**config.mk**
```make
export PLATFORM = sky130hd
export DESIGN_NAME = nwx_exchanger
export DESIGN_NICKNAME = d
export VERILOG_FILES = /design/src/rtl/nwx_pkg.sv /design/src/rtl/nwx_a2b_path.sv /design/src/rtl/nwx_b2a_path.sv /design/src/rtl/nwx_oe_ctrl.sv /design/src/rtl/nwx_exchanger.sv
export SDC_FILE = /design/constraint.sdc
export NUM_CORES = 1
export LEC_CHECK = 0
export BUFFER_PORTS_ARGS = -buffer_cell sky130_fd_sc_hd__buf_2
export CORE_AREA = 2 2 65 91
export DETAILED_ROUTE_END_ITERATION = 12
export DIE_AREA = 0 0 67 93
export PLACE_DENSITY = 0.82
export SLEW_MARGIN = 10
export SYNTH_ARGS = -nofsm -noshare
export SYNTH_HDL_FRONTEND = slang
export SYNTH_HIERARCHICAL = 1
export SYNTH_SLANG_ARGS = --single-unit
```
**constraint.sdc**
```tcl
create_clock -name clk -period 2.15 [get_ports clk]
set_input_delay 0.1075 -clock clk [delete_from_list [all_inputs] [get_ports clk]]
set_output_delay 0.1075 -clock clk [all_outputs]
set_load 0.03 [all_outputs]
```
**src/rtl/nwx_pkg.sv**
```systemverilog
package nwx_pkg;
    typedef enum logic [1:0] {
        DRV_NONE = 2'd0,
        DRV_A    = 2'd1,
        DRV_B    = 2'd2,
        DRV_ALL  = 2'd3
    } drv_mode_e;

    function automatic drv_mode_e decode_drv(input logic a_n, input logic b_n);
        case ({a_n, b_n})
            2'b11:   return DRV_NONE;
            2'b01:   return DRV_A;
            2'b10:   return DRV_B;
            default: return DRV_ALL;
        endcase
    endfunction
endpackage

```
**src/rtl/nwx_a2b_path.sv**
```systemverilog
module nwx_a2b_path #(
    parameter int W = 12
) (
    input  logic         clk,
    input  logic         rst,
    input  logic         blk,
    input  logic         ld_1b_n,
    input  logic         ld_2b_n,
    input  logic [W-1:0] a_in,
    output logic [W-1:0] b1_out,
    output logic [W-1:0] b2_out
);
    typedef struct packed {
        logic [W-1:0] stage1;
        logic [W-1:0] stage2;
        logic [W-1:0] wide2;
    } a2b_t;

    a2b_t st_d, st_q;

    always_comb begin
        st_d = st_q;
        if (!blk) begin
            if (!ld_1b_n) st_d.stage1 = a_in;
            if (!ld_2b_n) begin
                st_d.stage2 = st_q.stage1;
                st_d.wide2  = a_in;
            end
        end
    end

    always_ff @(posedge clk) begin
        if (rst) st_q <= '0;
        else     st_q <= st_d;
    end

    assign b1_out = st_q.stage2;
    assign b2_out = st_q.wide2;

    AST_IDLE_HOLD: assert property (@(posedge clk) disable iff (rst)
        (ld_1b_n && ld_2b_n) |=> ($stable(b1_out) && $stable(b2_out)));
    AST_FIRST_ONLY: assert property (@(posedge clk) disable iff (rst)
        (!ld_1b_n && ld_2b_n) |=> ($stable(b1_out) && $stable(b2_out)));
    AST_WIDE2_LOAD: assert property (@(posedge clk) disable iff (rst)
        (!blk && !ld_2b_n) |=> (b2_out == $past(a_in)));
endmodule

```
**src/rtl/nwx_b2a_path.sv**
```systemverilog
module nwx_b2a_path #(
    parameter int W     = 12,
    parameter int LANES = 2
) (
    input  logic                       clk,
    input  logic                       rst,
    input  logic                       blk,
    input  logic [LANES-1:0]           cap_n,
    input  logic [LANES-1:0][W-1:0]    b_in,
    output logic [LANES-1:0][W-1:0]    ret_q
);
    typedef struct packed {
        logic [LANES-1:0][W-1:0] lane;
    } b2a_t;

    b2a_t st_d, st_q;

    always_comb begin
        st_d = st_q;
        for (int i = 0; i < LANES; i++) begin
            if (!blk && !cap_n[i]) st_d.lane[i] = b_in[i];
        end
    end

    always_ff @(posedge clk) begin
        if (rst) st_q <= '0;
        else     st_q <= st_d;
    end

    assign ret_q = st_q.lane;

    for (genvar g = 0; g < LANES; g++) begin : g_chk
        AST_LANE_HOLD: assert property (@(posedge clk) disable iff (rst)
            (cap_n[g] || blk) |=> $stable(ret_q[g]));
        AST_LANE_CAPTURE: assert property (@(posedge clk) disable iff (rst)
            (!cap_n[g] && !blk) |=> (ret_q[g] == $past(b_in[g])));
    end
endmodule

```
**src/rtl/nwx_oe_ctrl.sv**
```systemverilog
module nwx_oe_ctrl
    import nwx_pkg::*;
(
    input  logic clk,
    input  logic rst,
    input  logic a_drv_n,
    input  logic b_drv_n,
    input  logic ret_sel,
    output logic a_oe,
    output logic b_oe,
    output logic sel_q
);
    typedef struct packed {
        drv_mode_e mode;
        logic      sel;
    } ctl_t;

    ctl_t ctl_d, ctl_q;

    always_comb begin
        ctl_d      = ctl_q;
        ctl_d.mode = decode_drv(a_drv_n, b_drv_n);
        ctl_d.sel  = ret_sel;
    end

    always_ff @(posedge clk) begin
        if (rst) begin
            ctl_q.mode <= DRV_NONE;
            ctl_q.sel  <= 1'b0;
        end else begin
            ctl_q <= ctl_d;
        end
    end

    assign a_oe  = (ctl_q.mode == DRV_A) || (ctl_q.mode == DRV_ALL);
    assign b_oe  = (ctl_q.mode == DRV_B) || (ctl_q.mode == DRV_ALL);
    assign sel_q = ctl_q.sel;

    AST_A_OE_ON: assert property (@(posedge clk) disable iff (rst)
        !a_drv_n |=> a_oe);
    AST_A_OE_OFF: assert property (@(posedge clk) disable iff (rst)
        a_drv_n |=> !a_oe);
    AST_B_OE_ON: assert property (@(posedge clk) disable iff (rst)
        !b_drv_n |=> b_oe);
    AST_B_OE_OFF: assert property (@(posedge clk) disable iff (rst)
        b_drv_n |=> !b_oe);
endmodule

```
**src/rtl/nwx_exchanger.sv**
```systemverilog
module nwx_exchanger #(
    parameter int W = 12
) (
    input  logic         clk,
    input  logic         rst,
    input  logic [W-1:0] a_in,
    output logic [W-1:0] a_out,
    output logic         a_oe,
    input  logic [W-1:0] b1_in,
    output logic [W-1:0] b1_out,
    input  logic [W-1:0] b2_in,
    output logic [W-1:0] b2_out,
    output logic         b_oe,
    input  logic         ld_1b_n,
    input  logic         ld_2b_n,
    input  logic         cap_1b_n,
    input  logic         cap_2b_n,
    input  logic         ret_sel,
    input  logic         a_drv_n,
    input  logic         b_drv_n
);
    localparam int LANES = 2;

    logic                    sel_q;
    logic [LANES-1:0][W-1:0] ret_q;

    nwx_oe_ctrl u_ctl (
        .clk     (clk),
        .rst     (rst),
        .a_drv_n (a_drv_n),
        .b_drv_n (b_drv_n),
        .ret_sel (ret_sel),
        .a_oe    (a_oe),
        .b_oe    (b_oe),
        .sel_q   (sel_q)
    );

    nwx_a2b_path #(.W(W)) u_a2b (
        .clk     (clk),
        .rst     (rst),
        .blk     (a_oe),
        .ld_1b_n (ld_1b_n),
        .ld_2b_n (ld_2b_n),
        .a_in    (a_in),
        .b1_out  (b1_out),
        .b2_out  (b2_out)
    );

    nwx_b2a_path #(.W(W), .LANES(LANES)) u_b2a (
        .clk   (clk),
        .rst   (rst),
        .blk   (b_oe),
        .cap_n ({cap_2b_n, cap_1b_n}),
        .b_in  ({b2_in, b1_in}),
        .ret_q (ret_q)
    );

    assign a_out = sel_q ? ret_q[0] : ret_q[1];

    AST_A_BLOCKED: assert property (@(posedge clk) disable iff (rst)
        a_oe |=> ($stable(b1_out) && $stable(b2_out)));
    AST_SEL_ONE: assert property (@(posedge clk) disable iff (rst)
        (ret_sel && cap_1b_n) |=> (a_out == $past(ret_q[0])));
    AST_SEL_TWO: assert property (@(posedge clk) disable iff (rst)
        (!ret_sel && cap_2b_n) |=> (a_out == $past(ret_q[1])));
endmodule

```
[Yosys cells after proc, flatten, opt, wreduce, memory -nomap -nowiden]
Index checks and enable logic that the tools add are counted.
Cells by class
  muxes and demuxes: 2
  bitwise logic cells: 3
  equal/unequal tests: 6
  reductions and logical operators: 9
Operator list (number)
  12-bit two-way mux: 1
  2-bit equality test (second input constant): 4
  2-bit case mux with 3 select lines: 1
  2-bit by 1-bit equality test with 1-bit output (second input constant): 2
  2-bit AND reduction: 2
  1-bit zero test: 3
  1-bit NOT: 3
  1-bit logical AND: 2
  1-bit logical OR: 2
Storage, ports and cells
  register bits: 63

[Longest topological paths before layout]
  depth in word-level cells: 4
  depth in mapped cells: 5
  gate-level depth less buffers: 2

[Cells and area by module]
The synthesis kept the hierarchy.
Modules (own cells, without submodules)
  nwx_a2b_path: area each 1640.3 sq um, times used 1, sequential area each 720.7 sq um, cells an instance 155
  nwx_b2a_path: area each 983.4 sq um, times used 1, sequential area each 480.5 sq um, cells an instance 107
  nwx_exchanger: area each 183.9 sq um, times used 1, sequential area each 0.0 sq um, cells an instance 13
  nwx_oe_ctrl: area each 81.3 sq um, times used 1, sequential area each 60.1 sq um, cells an instance 8

[Least setup slack after synthesis]
Ideal clock, no wire load.
  path type: flip-flop to flip-flop
  start: register u_ctl/ctl_q[1] (netlist name)
  end: register u_a2b.st_q (netlist bit u_a2b/b1_out[0])
  path buffers: 3
  setup time: 72 ps
  data required time: 2078 ps
  setup slack: 802 ps
  stages on the path, launching flop included: 6
  arrival time: 1277 ps
  cells stage by stage: dfxtp_1 -> clkbuf_1 -> or2_1 -> buf_6 -> buf_12 -> mux2i_1
On the way
  longest elaborated chain between the ends: 4
  elaborated cells on any way between the ends: 5
  those cells by class: eq/ne: 2; bitwise: 1; reduce/logical: 2
RTL lines
  start, declared: line nwx_oe_ctrl.sv:18  | ctl_t ctl_d, ctl_q;
  start signal, assigned: line nwx_oe_ctrl.sv:31  | ctl_q <= ctl_d;
  2-bit by 1-bit equality test with 1-bit output or 2-bit equality test (tied branches): line nwx_oe_ctrl.sv:35  | assign a_oe = (ctl_q.mode == DRV_A) || (ctl_q.mode == DRV_ALL);
  1-bit logical OR *: line nwx_oe_ctrl.sv:35
  net a_oe: line nwx_exchanger.sv:8  | output logic a_oe,
  1-bit NOT (no line) *
  2-bit AND reduction (no line) *
  end signal, assigned: line nwx_a2b_path.sv:34  | else st_q <= st_d;
  end, declared: line nwx_a2b_path.sv:19  | a2b_t st_d, st_q;
Mark *: on every way through the listed nets, which the timed path passes. The rest lies on a longest branch.
A chain may end at the register's enable or synchronous reset.

[Worst setup path after layout]
  start: register u_ctl.ctl_q (netlist bit u_ctl/sel_q)
  end: output port a_out[9]
On the way
  longest elaborated chain between the ends: 1
RTL lines
  12-bit two-way mux: line nwx_exchanger.sv:58  | assign a_out = sel_q ? ret_q[0] : ret_q[1];
  end, declared: line nwx_exchanger.sv:7  | output logic [W-1:0] a_out,
Every way passes these cells.

==> flow_metrics.env <==
export IMPL_whs_endpoint="u_a2b/b2_out[5]$_SDFFE_PP0P_"
export IMPL_pwr_share_clk=0.431
export IMPL_r2r_start="u_ctl/ctl_q[2]$_SDFF_PP0_"
export IMPL_worstPathArrival_ns=1.46
export IMPL_post_cts_setup_buffer_count=0
export IMPL_firstDrtPassIters=4
export IMPL_yosysMostFrequentCell="dfxtp_1"
export IMPL_outcome="complete, no violations"
export IMPL_fmax_mhz=637
export IMPL_hold_depth=3
export IMPL_die_area_um2=6230
export IMPL_switchingPower_mw=0.656
export IMPL_grt_max_degree=51
export IMPL_finClkSkew_ns=0.00565
export IMPL_drive_gt1_frac=0.331
export IMPL_dp_hpwl_um=3470
export IMPL_diodes=0
export IMPL_antenna_found_initial=0
export IMPL_finalSetupViolations=0
export IMPL_grt_total_usage=0.181
export IMPL_yosysUniqueCellTypes=19
export IMPL_power_density_nw_per_um2=841
export IMPL_final_area_um2=3390
export IMPL_finalSetupTns_ns=0
export IMPL_netlist_area_um2=2890
export IMPL_p_sw_frac=0.230
export IMPL_io_pins=83
export IMPL_vias=2061
export IMPL_synth_nets=328
export IMPL_cts_resized=0
export IMPL_async_reset_ff_frac=0
export IMPL_cts_num_sinks=63
export IMPL_clock_path_buffers=2
export IMPL_hp_class="in2reg"
export IMPL_synthTopCellsByCount="63 x dfxtp_1, 48 x nand2b_1, 36 x mux2i_1, 26 x buf_4"
export IMPL_synth_area_leaders="dfxtp_1 44%, mux2i_1 12%, nand2b_1 10%, or3b_1 7.3%, buf_4 6.8%"
export IMPL_hold_start="a_in[5]"
export IMPL_ant_nets=0
export IMPL_gr_total_overflow=0
export IMPL_drv_slew=0
export IMPL_cts_tree="done"
export IMPL_place_congestion=0.704
export IMPL_p_int_mw=2.20
export IMPL_fin_crit_ns=1.57
export IMPL_power_total_mw=2.85
export IMPL_vdd_drop_max_mv=0.526
export IMPL_crit_start="u_ctl/sel_q$_SDFF_PP0_"
export IMPL_cts_root_buffer="clkbuf_8"
export IMPL_yosys_area_top_type_share=0.437
export IMPL_io_buffers=82
export IMPL_syn_area_per_cell_um2=10.2
export IMPL_area_growth_pct=17.3
export IMPL_clk_pin_slew_ns=0.07
export IMPL_synth_top_area_cell="dfxtp_1"
export IMPL_leakage_nw=1.55
export IMPL_power_share_sequential=0.441
export IMPL_core_um2=5450
export IMPL_die_height_um=93
export IMPL_reg2reg_depth=3
export IMPL_finalCritPeriodShare=0.731
export IMPL_ys_seq_area_frac=0.437
export IMPL_synth_edf_count=0
export IMPL_worstPathMaxFanout=11
export IMPL_ys_ff_latch=63
export IMPL_drc=0
export IMPL_cap_violations=0
export IMPL_drt_total_wl_um=5210
export IMPL_reg2reg_to="u_b2a/ret_q[3]$_SDFFE_PP0P_"
export IMPL_dpl_cell_area_um2=3120
export IMPL_grt_pass1_vias=2000
export IMPL_h_tree_depth=3
export IMPL_start_util=0.531
export IMPL_rsz0062_at_grt="no"
export IMPL_cp_start_kind="flop"
export IMPL_yosys_warnings=6
export IMPL_rows=32
export IMPL_grt_pass1_wl_um=8690
export IMPL_via_per_inst=5.00
export IMPL_hold_viol_final=0
export IMPL_rrSetupSlack_ns=0.97
export IMPL_drt_iter0_markers=66
export IMPL_critPathKind="reg2out"
export IMPL_clk_latency_ns=0.32
export IMPL_required_ns=2.04
export IMPL_syn_inst=283
export IMPL_wl_per_cell_um=12.6
export IMPL_pwr_share_comb=0.128
export IMPL_slew_headroom=0.739
export IMPL_cts_made_buffers=9
export IMPL_endpoint_kind="output pin"
export IMPL_worst_pin_slew_ns=0.391
export IMPL_ys_flop_type="dfxtp_1"
export IMPL_die_w_um=67
export IMPL_fin_nets=384
[repair_timing]
| item | 4_1_cts | 5_1_grt |
|---|---|---|
| endpoints found under the hold margin | 3 | 0 |
| hold buffers | 3 | 0 |
| setup endpoints to repair | 0 | 0 |
[registers in the layout, indices dropped and copies added, names as in the netlist]
name / count
u_a2b/b1_out: 12
u_b2a/ret_q: 24
u_ctl/ctl_q: 2
u_ctl/sel_q: 1
u_a2b/st_q: 12
u_a2b/b2_out: 12
[layout make-up]
| class | count | area [um^2] |
|---|---|---|
| fillers | 469 | 2060 |
| multi-input cells | 174 | 1320 |
| flip-flops and latches | 63 | 1260 |
| repair buffers | 91 | 485 |
| clock buffers | 13 | 149 |
| clock inverters | 3 | 90.1 |
| well taps | 68 | 85.1 |
[worst max-delay path: stages, from the launching register on]
cell	delay [ns]
dfxtp_1	0.35
buf_4	0.24
mux2_2	0.37
buf_2	0.18
[through the flow]
stage / setup WS [ns] / hold WS, ns / utilization / instances
2_1_floorplan: 0.802 / 0.174 / - / 283
3_3_place_gp: 0.956 / 0.268 / 0.573 / 393
3_5_place_dp: 0.919 / 0.266 / 0.573 / 393
4_1_cts: 0.556 / 0.0511 / 0.622 / 412
5_1_grt: 0.519 / 0.0720 / 0.622 / 412
6_report: 0.579 / 0.0657 / 0.622 / 412
[layout by cell type, fill, tap and decap left out, drive strengths merged, types with 4 or more instances in the layout]
cell and instances:
buf 88, dfxtp 63, nand2b 48, mux2i 36
or3b 24, a21oi 24, o21ai 24, clkbuf 13
mux2 12, nor2 4
[power by group through the flow]
stage	Sequential [mW]	Combinational, mW	Clock [mW]
finish	1.26	0.365	1.23
global route	1.26	0.397	1.32
CTS	1.26	0.367	1.26
detailed placement	1.28	0.362	0
global placement	1.28	0.353	0
floorplan	1.28	0.299	0
[worst max path at each step]
stage	end	slack, ns	cells after the start
after floorplan	u_a2b/b1_out[0]$_SDFFE_PP0P_	0.80	5
after global placement	a_out[11]	0.96	3
after detailed placement	a_out[9]	0.92	3
after CTS	a_out[9]	0.56	3
after global routing	a_out[9]	0.52	3
final	a_out[9]	0.58	3
[cell families (layout without fill, tap and decap cells)]
group	Yosys count	count (layout)	share of synthesized area
AND/OR/NAND/NOR	78	78	0.189
flip-flops	63	63	0.437
AO/OA/AOI/OAI	48	48	0.0832
multiplexers	48	48	0.184
buffers and inverters	46	107	0.107
[per-layer routing]
metal | global-route usage | share of wire | up-vias
met4 | 0.0918 | 0.012 | 0
met3 | 0.0445 | 0.066 | 6
met1 | 0.220 | 0.44 | 936
met5 | 0 | 0 | -
li1 | - | - | 1053
met2 | 0.290 | 0.49 | 66
Power figures use the tool's default switching activity.
